$ cat config.mk
export PLATFORM = sky130hd
export DESIGN_NAME = tgt_addr_unit
export DESIGN_NICKNAME = d
export VERILOG_FILES = /design/src/rtl/tau_pkg.sv /design/src/rtl/tau_flag_decode.sv /design/src/rtl/tau_addr_gen.sv /design/src/rtl/tgt_addr_unit.sv
export SDC_FILE = /design/constraint.sdc
export NUM_CORES = 1
export LEC_CHECK = 0
export ABC_AREA = 0
export BUFFER_PORTS_ARGS = -buffer_cell sky130_fd_sc_hd__buf_2
export CAP_MARGIN = 20
export CORE_MARGIN = 10
export CORE_UTILIZATION = 28
export DETAILED_ROUTE_END_ITERATION = 10
export GPL_TIMING_DRIVEN = 0
export HOLD_SLACK_MARGIN = 0.08
export PLACE_DENSITY = 0.56
export RECOVER_POWER = 100
export SETUP_SLACK_MARGIN = 0.05
export SYNTH_ARGS = -nofsm -noshare
export SYNTH_HDL_FRONTEND = slang
export SYNTH_SLANG_ARGS = --single-unit
$ cat constraint.sdc
create_clock -name clk -period 6.2 [get_ports clk]
set_clock_uncertainty 0.2 [all_clocks]
set_input_delay 1.24 -clock clk [delete_from_list [all_inputs] [get_ports clk]]
set_output_delay 1.24 -clock clk [all_outputs]
set_load 0.05 [all_outputs]
$ cat src/rtl/tau_pkg.sv
package tau_pkg;
    localparam int INSTR_W  = 32;
    localparam int OPC_W    = 6;
    localparam int NFLAG    = 6;
    localparam int EXT_W    = INSTR_W - OPC_W - NFLAG;
    localparam int DISP_W   = 12;
    localparam int DISP_LO  = EXT_W - DISP_W;
    localparam int BIT_N    = INSTR_W - OPC_W - 1;
    localparam int BIT_I    = BIT_N - 1;
    localparam int BIT_X    = BIT_N - 2;
    localparam int BIT_B    = BIT_N - 3;
    localparam int BIT_P    = BIT_N - 4;
    localparam int BIT_E    = BIT_N - 5;
    localparam int LEG_W    = BIT_B - DISP_LO + 1;
    localparam int LEN_W    = 3;
    localparam int SHORT_LEN = 3;
    localparam int LONG_LEN  = 4;

    typedef enum logic [1:0] {
        ACC_SIMPLE = 2'd0,
        ACC_IMM    = 2'd1,
        ACC_IND    = 2'd2,
        ACC_LEGACY = 2'd3
    } acc_mode_e;

    typedef enum logic [1:0] {
        BASE_NONE = 2'd0,
        BASE_PC   = 2'd1,
        BASE_REG  = 2'd2
    } base_sel_e;

    typedef enum logic [1:0] {
        FLD_DISP_U = 2'd0,
        FLD_DISP_S = 2'd1,
        FLD_EXT    = 2'd2,
        FLD_LEG    = 2'd3
    } fld_sel_e;

    typedef struct packed {
        acc_mode_e        mode;
        base_sel_e        base_sel;
        fld_sel_e         fld_sel;
        logic             use_index;
        logic             illegal;
        logic [LEN_W-1:0] len;
    } dec_t;
endpackage

$ cat src/rtl/tau_flag_decode.sv
module tau_flag_decode
    import tau_pkg::*;
(
    input  logic [INSTR_W-1:0] instr_i,
    output dec_t               dec_o
);
    logic fn, fi, fx, fb, fp, fe, legacy;

    assign fn = instr_i[BIT_N];
    assign fi = instr_i[BIT_I];
    assign fx = instr_i[BIT_X];
    assign fb = instr_i[BIT_B];
    assign fp = instr_i[BIT_P];
    assign fe = instr_i[BIT_E];
    assign legacy = !fn && !fi;

    always_comb begin
        dec_o.use_index = fx;
        dec_o.illegal   = 1'b0;
        dec_o.base_sel  = BASE_NONE;
        dec_o.fld_sel   = FLD_DISP_U;
        dec_o.len       = LEN_W'(SHORT_LEN);
        unique case ({fn, fi})
            2'b11:   dec_o.mode = ACC_SIMPLE;
            2'b01:   dec_o.mode = ACC_IMM;
            2'b10:   dec_o.mode = ACC_IND;
            default: dec_o.mode = ACC_LEGACY;
        endcase
        if (legacy) begin
            dec_o.fld_sel = FLD_LEG;
        end else begin
            dec_o.illegal = (fb && fp) || (fe && (fb || fp));
            if (fe) begin
                dec_o.len     = LEN_W'(LONG_LEN);
                dec_o.fld_sel = FLD_EXT;
            end else if (fb && !fp) begin
                dec_o.base_sel = BASE_REG;
            end else if (fp && !fb) begin
                dec_o.base_sel = BASE_PC;
                dec_o.fld_sel  = FLD_DISP_S;
            end
        end
    end
endmodule

$ cat src/rtl/tau_addr_gen.sv
module tau_addr_gen
    import tau_pkg::*;
#(
    parameter int ADDR_W = tau_pkg::EXT_W,
    parameter int REG_W  = 24
) (
    input  logic [INSTR_W-1:0] instr_i,
    input  dec_t               dec_i,
    input  logic [ADDR_W-1:0]  pc_i,
    input  logic [REG_W-1:0]   base_i,
    input  logic [REG_W-1:0]   index_i,
    output logic [ADDR_W-1:0]  tgt_o
);
    localparam int SX_W = ADDR_W - DISP_W;

    logic [DISP_W-1:0] disp;
    logic [ADDR_W-1:0] field_v, base_v, index_v;

    assign disp = instr_i[DISP_LO +: DISP_W];

    always_comb begin
        unique case (dec_i.fld_sel)
            FLD_DISP_S: field_v = {{SX_W{disp[DISP_W-1]}}, disp};
            FLD_EXT:    field_v = ADDR_W'(instr_i[EXT_W-1:0]);
            FLD_LEG:    field_v = ADDR_W'(instr_i[BIT_B:DISP_LO]);
            default:    field_v = ADDR_W'(disp);
        endcase
        unique case (dec_i.base_sel)
            BASE_PC:  base_v = pc_i + ADDR_W'(SHORT_LEN);
            BASE_REG: base_v = base_i[ADDR_W-1:0];
            default:  base_v = '0;
        endcase
        index_v = dec_i.use_index ? index_i[ADDR_W-1:0] : '0;
        tgt_o   = dec_i.illegal ? '0 : (field_v + base_v + index_v);
    end
endmodule

$ cat src/rtl/tgt_addr_unit.sv
module tgt_addr_unit
    import tau_pkg::*;
#(
    parameter int ADDR_W = tau_pkg::EXT_W,
    parameter int REG_W  = 24
) (
    input  logic                 clk,
    input  logic                 rst_n,
    input  logic                 valid_i,
    input  logic [INSTR_W-1:0]   instr_i,
    input  logic [ADDR_W-1:0]    pc_i,
    input  logic [REG_W-1:0]     base_i,
    input  logic [REG_W-1:0]     index_i,
    output logic                 valid_o,
    output logic [OPC_W-1:0]     opcode_o,
    output logic [ADDR_W-1:0]    tgt_o,
    output logic [LEN_W-1:0]     len_o,
    output logic [1:0]           mode_o,
    output logic                 illegal_o
);
    typedef struct packed {
        logic              valid;
        logic [OPC_W-1:0]  opc;
        logic [ADDR_W-1:0] tgt;
        logic [LEN_W-1:0]  len;
        acc_mode_e         mode;
        logic              illegal;
    } out_t;

    dec_t              dec;
    logic [ADDR_W-1:0] tgt_calc;
    out_t              out_d, out_q;

    tau_flag_decode u_dec (
        .instr_i (instr_i),
        .dec_o   (dec)
    );

    tau_addr_gen #(
        .ADDR_W (ADDR_W),
        .REG_W  (REG_W)
    ) u_agen (
        .instr_i (instr_i),
        .dec_i   (dec),
        .pc_i    (pc_i),
        .base_i  (base_i),
        .index_i (index_i),
        .tgt_o   (tgt_calc)
    );

    always_comb begin
        out_d       = out_q;
        out_d.valid = valid_i;
        if (valid_i) begin
            out_d.opc     = instr_i[INSTR_W-1 -: OPC_W];
            out_d.tgt     = tgt_calc;
            out_d.len     = dec.len;
            out_d.mode    = dec.mode;
            out_d.illegal = dec.illegal;
        end
    end

    always_ff @(posedge clk) begin
        if (!rst_n) out_q <= '0;
        else        out_q <= out_d;
    end

    assign valid_o   = out_q.valid;
    assign opcode_o  = out_q.opc;
    assign tgt_o     = out_q.tgt;
    assign len_o     = out_q.len;
    assign mode_o    = out_q.mode;
    assign illegal_o = out_q.illegal;
endmodule

**Yosys cells after proc, flatten, opt, wreduce, memory -nomap -nowiden**

Index checks and enable logic that the tools add are counted.

- Register bits after elaboration: 33
- Bits in latches: 0
- Memory bits (writable): 0
- ROM bits: 0
- Output and inout bits: 33
- Logic and storage cells: 42
- Memories kept: 0

- Add/subtract/negate cells: 3
- Multipliers: 0
- Divide/modulo/power cells: 0
- $lt $le $gt $ge: 0
- Equality and inequality tests: 8
- Shift-type cells: 0
- Mux-type cells: 14
- Bitwise gates (word level): 0
- Reduce and logical (&&, ||, !) cells: 11

Operator list:

| cell | number |
|---|---|
| one-hot mux 20 bit (3 select lines) | 1 |
| adder 20 bit | 2 |
| 2-to-1 mux 20 bit | 2 |
| one-hot mux 20 bit (2 select lines) | 1 |
| adder 20 x 2 -> 20 bit, second input constant | 1 |
| 2-to-1 mux 2 bit | 6 |
| == test 2 bit, second input constant | 5 |
| == test 2 x 1 -> 1 bit, second input constant | 3 |
| 2-to-1 mux 3 bit | 2 |
| one-hot mux 2 bit (3 select lines) | 1 |
| logical AND 1 bit | 5 |
| zero test 1 bit | 4 |
| 2-to-1 mux 4 bit | 1 |
| logical OR 1 bit | 2 |

**Logic depth before layout (Yosys ltp)**

- Word-level depth: 11
- Gate-level depth with buffers: 19

**By module**

A second synthesis with hierarchy kept.

- Cell total of the unflattened synthesis: 468
- Area total of the unflattened synthesis: 3843.7 µm²

By module, submodules not included:

| module | times used | cells each | area an instance (µm²) |
|---|---|---|---|
| tau_addr_gen | 1 | 348 | 2492.4 |
| tgt_addr_unit | 1 | 105 | 1270.0 |
| tau_flag_decode | 1 | 15 | 81.3 |

**Worst setup path after synthesis**

OpenSTA, ideal clock, no wires.

- Path kind: in2reg
- Start: input instr_i[24]
- End: register out_q (netlist bit tgt_o[19])
- Setup time: 0.127 ns
- Arrival: 5.350 ns
- Slack: 0.523 ns
- Stages: 17
- Path through: nor2_1 > or4b_2 > inv_1 > ha_1 > clkbuf_1 > clkbuf_1 > a22oi_1 > or2_2 > fa_1 > inv_1 > ha_1 > a211oi_1 > o211ai_1 > a221oi_1 > a32o_1 > a211oi_1 > or3b_1

- Cells in the longest elaborated chain, start to end: 8

Ends and longest elaborated chain:

| element | line | text |
|---|---|---|
| from (decl) | tgt_addr_unit.sv:10 | `input logic [INSTR_W-1:0] instr_i,` |
| zero test 1 bit (*) | tau_flag_decode.sv:15 | `assign legacy = !fn && !fi;` |
| logical AND 1 bit (*) | tau_flag_decode.sv:15 |  |
| 2-to-1 mux 2 bit | tau_flag_decode.sv:29 | `if (legacy) begin` |
| == test 2 bit, or another cell as far along | tau_addr_gen.sv:22 | `unique case (dec_i.fld_sel)` |
| one-hot mux 20 bit (3 select lines) or one-hot mux 20 bit (2 select lines) (tied branches) | tau_addr_gen.sv:22, tau_addr_gen.sv:28 |  |
| adder 20 bit (2 in a row) | tau_addr_gen.sv:34 | `tgt_o = dec_i.illegal ? '0 : (field_v + base_v + index_v);` |
| 2-to-1 mux 20 bit (*) | tau_addr_gen.sv:34 |  |
| to (signal assigned) | tgt_addr_unit.sv:65 | `else out_q <= out_d;` |
| to (decl) | tgt_addr_unit.sv:32 | `out_t out_d, out_q;` |

Mark *: on every way between the ends. The rest lies on a longest branch, timed or not.
A chain may end at the register's enable or synchronous reset.

**Worst setup path in the final report**

Ends and elaborated chain as after synthesis.

==> results.txt <==
status: finished clean
Tot Pwr: 0.8200 mW
vias in the first global route: 3643
Ys Warns: 0
vias per cell: 4.695
crit path time final: 5795 ps
Die Y: 132.8 um
ANT nets after route: 0
Worst Path Required: 6150 ps
static leakage: 2.067 nW
final setup fails: 0
CP Max Fanout: 10
asr flop ratio synth: 0
worst slew pin tran: 857.7 ps
H-tree lvl count: 2
post-synth net total: 600
Yosys reg bits: 32
Num CTS Buffers: 5
Post-Synthesis Cells: 456
CP Launch Type: input pin
area post-placement: 4410 sq um
Slew Limit Fails: 0
Initial Util: 0.2844
unrepaired setup endpoints after global routing: false
most common cell after layout, fill and taps aside: buf_2
GRT Overall Usage: 0.1313
initial antenna violation count: 4
dominant synthesized flop cell: dfxtp_1
crit path kind: input pin to register
core outline area: 12520 sq um
Synth Area in Simple Gates: 0.2330
WL final: 12180 um
Tightest Hold Check Type: register to register
Power Dens Cells: 180.9 nW/um^2
Port Buf Inserts: 127
CP endpoint kind: register
CTS tree: done
Post-synth EDFFs: 0
area share of fa/ha/maj cells after synthesis: 0.1891
Detail Placement HPWL: 10560 um
Final Hold Fails: 0
Critical Path AT: 5750 ps
XOR/XNOR share of the synthesized area: 0.05905
area grow syn2layout: 27.35%
DRC: 0
number of library cell types mapped by synthesis: 54
total gr overflow: 0
hold buffers post-CTS: 0
cell taking the most area after synthesis: dfxtp_1
1st-iter DRT viols: 183
reg2reg setup slack: 5090 ps
clock root buffer: clkbuf_16
clock tree buffer depth: 2
Mean Syn Cell Area: 7.806 sq um
I/O Pins: 136
post-synth design cell area: 3560 sq um
Synth area leaders: dfxtp_1, fa_1, ha_1
routed vias: 3587
routed len/inst: 15.94 um
compound-cell area share of the yosys netlist: 0.2046
gpl congestion: 0.8357
standard-cell row count: 41
die area: 17620 sq um
worst-skew pair later-pin latency: 270 ps
Die X: 132.8 um
Final Core Density: 0.3622
Post-CTS Setup Repair Bufs: 0
fmax: 0.1726 GHz
share of cells above drive strength 1: 0.2136
fin area: 4533 sq um
most frequent cells in the layout: buf_2, nand2_1, clkbuf_1, inv_1, dfxtp_1
nets: 734
first-pass GRT wire length: 19160 um
post-synthesis mux area share: 0.06327
DRT Pass-1 Iters: 4
maxcap violations: 0
final setup margin: 405.1 ps
Clock transition at path regs: 50 ps
pin count of the biggest net entering global routing: 11
post-synthesis sequential area ratio: 0.1800
Peak VDD IR: 0.08776 mV
Clock Sink Count: 32
fin crit share: 0.9347
max_slew headroom: 0.4282
largest family of logic cells by synthesized area: simple AND/OR/NAND/NOR gates
pre-CTS setup slack: -183.0 ps
Yosys top cell area share: 0.1800
## Yosys cell counts (all sizes together) (2+ instances only)
cell type and number:
a21oi 21, a221oi 3, xnor2 13, nand2 52, and3 6, inv 47
nor3b 3, mux2i 21, a31oi 3, nor3 4, nand4 8, a21boi 3
a21o 3, o21ai 23, nor2b 16, a22oi 20, dfxtp 32, or2 19
fa 20, and2 9, o211a 2, ha 21, nor2 27, a211oi 6
clkbuf 14, a22o 3, nand2b 3, xor2 11, a211o 3, nand3b 2
buf 4, o211ai 4, or4b 2, nand3 4, o21a 9
## critical path: stages
cell and delay, ps:
clkbuf_1 110, nor2_1 150, or4b_2 660, inv_1 90
ha_1 160, clkbuf_2 220, clkbuf_2 270, a22oi_1 90
or2_2 330, fa_1 390, inv_1 60, ha_1 180
inv_1 60, fa_1 400, nor2b_1 160, o31ai_1 130
a211o_1 340, a32o_1 290, nand4_1 80, or3b_1 340
## area by class of cell
type | count | area, sq um
fill | 1381 | 7984
buffer | 18 | 76.32
inverter | 48 | 180.2
sequential | 32 | 640.6
timing repair buffer | 127 | 590.6
tap | 172 | 215.2
multi-input combinational | 358 | 2673
clock buffer | 7 | 152.6
antenna | 2 | 5.005
## metrics by stage
step / hold slack (ps) / cells / TNS [ps]
global route: 289.5 / 763 / 0
detailed placement: 246.6 / 755 / -237.0
finish: 254.9 / 764 / 0
floorplan: 471.7 / 456 / 0
CTS: 258.6 / 762 / 0
global placement: 239.1 / 755 / -184.3
## power breakdown
part / internal, mW / switching, mW / leakage (nW) / total [mW]
sequential: 0.223 / 0.00850 / 0.263 / 0.231
combinational: 0.122 / 0.220 / 1.73 / 0.342
clock: 0.168 / 0.0787 / 0.0760 / 0.247
## sequential cells by signal, summed over array words and instances, names as in the netlist
name       cells
len_o          2
tgt_o         20
mode_o         2
opcode_o       6
valid_o        1
illegal_o      1
## cells by family after synthesis
kind of cell	count (synthesis)
muxes	22
AOI/OAI and AO/OA	109
buffers and inverters	66
and+or+nand+nor	161
xor gates and xnor gates	24
DFF	32
adders and majority gates	42
## path summary, 6_finish.rpt
path / depth (start not counted) / startpoint / end
worst min-delay path: 2 / tgt_o[11] / tgt_o[11]
worst max-delay path: 20 / instr_i[24] / tgt_o[19]
worst min register to register: 2 / tgt_o[11] / tgt_o[11]
worst max register to register: 2 / tgt_o[19] / tgt_o[19]
## timing repair
| item | 4_1_cts | 5_1_grt |
|---|---|---|
| resized for setup | 0 | 7 |
| setup endpoints to repair | 0 | 11 |
| endpoints found under the hold margin | 0 | 0 |
## per-layer routing
layer / track usage / share of wire
met5: 0 / 0.0011
met2: 0.2072 / 0.44
met4: 0.02751 / 0.0079
met3: 0.04656 / 0.081
met1: 0.1683 / 0.48
Power figures use the tool's default switching activity.
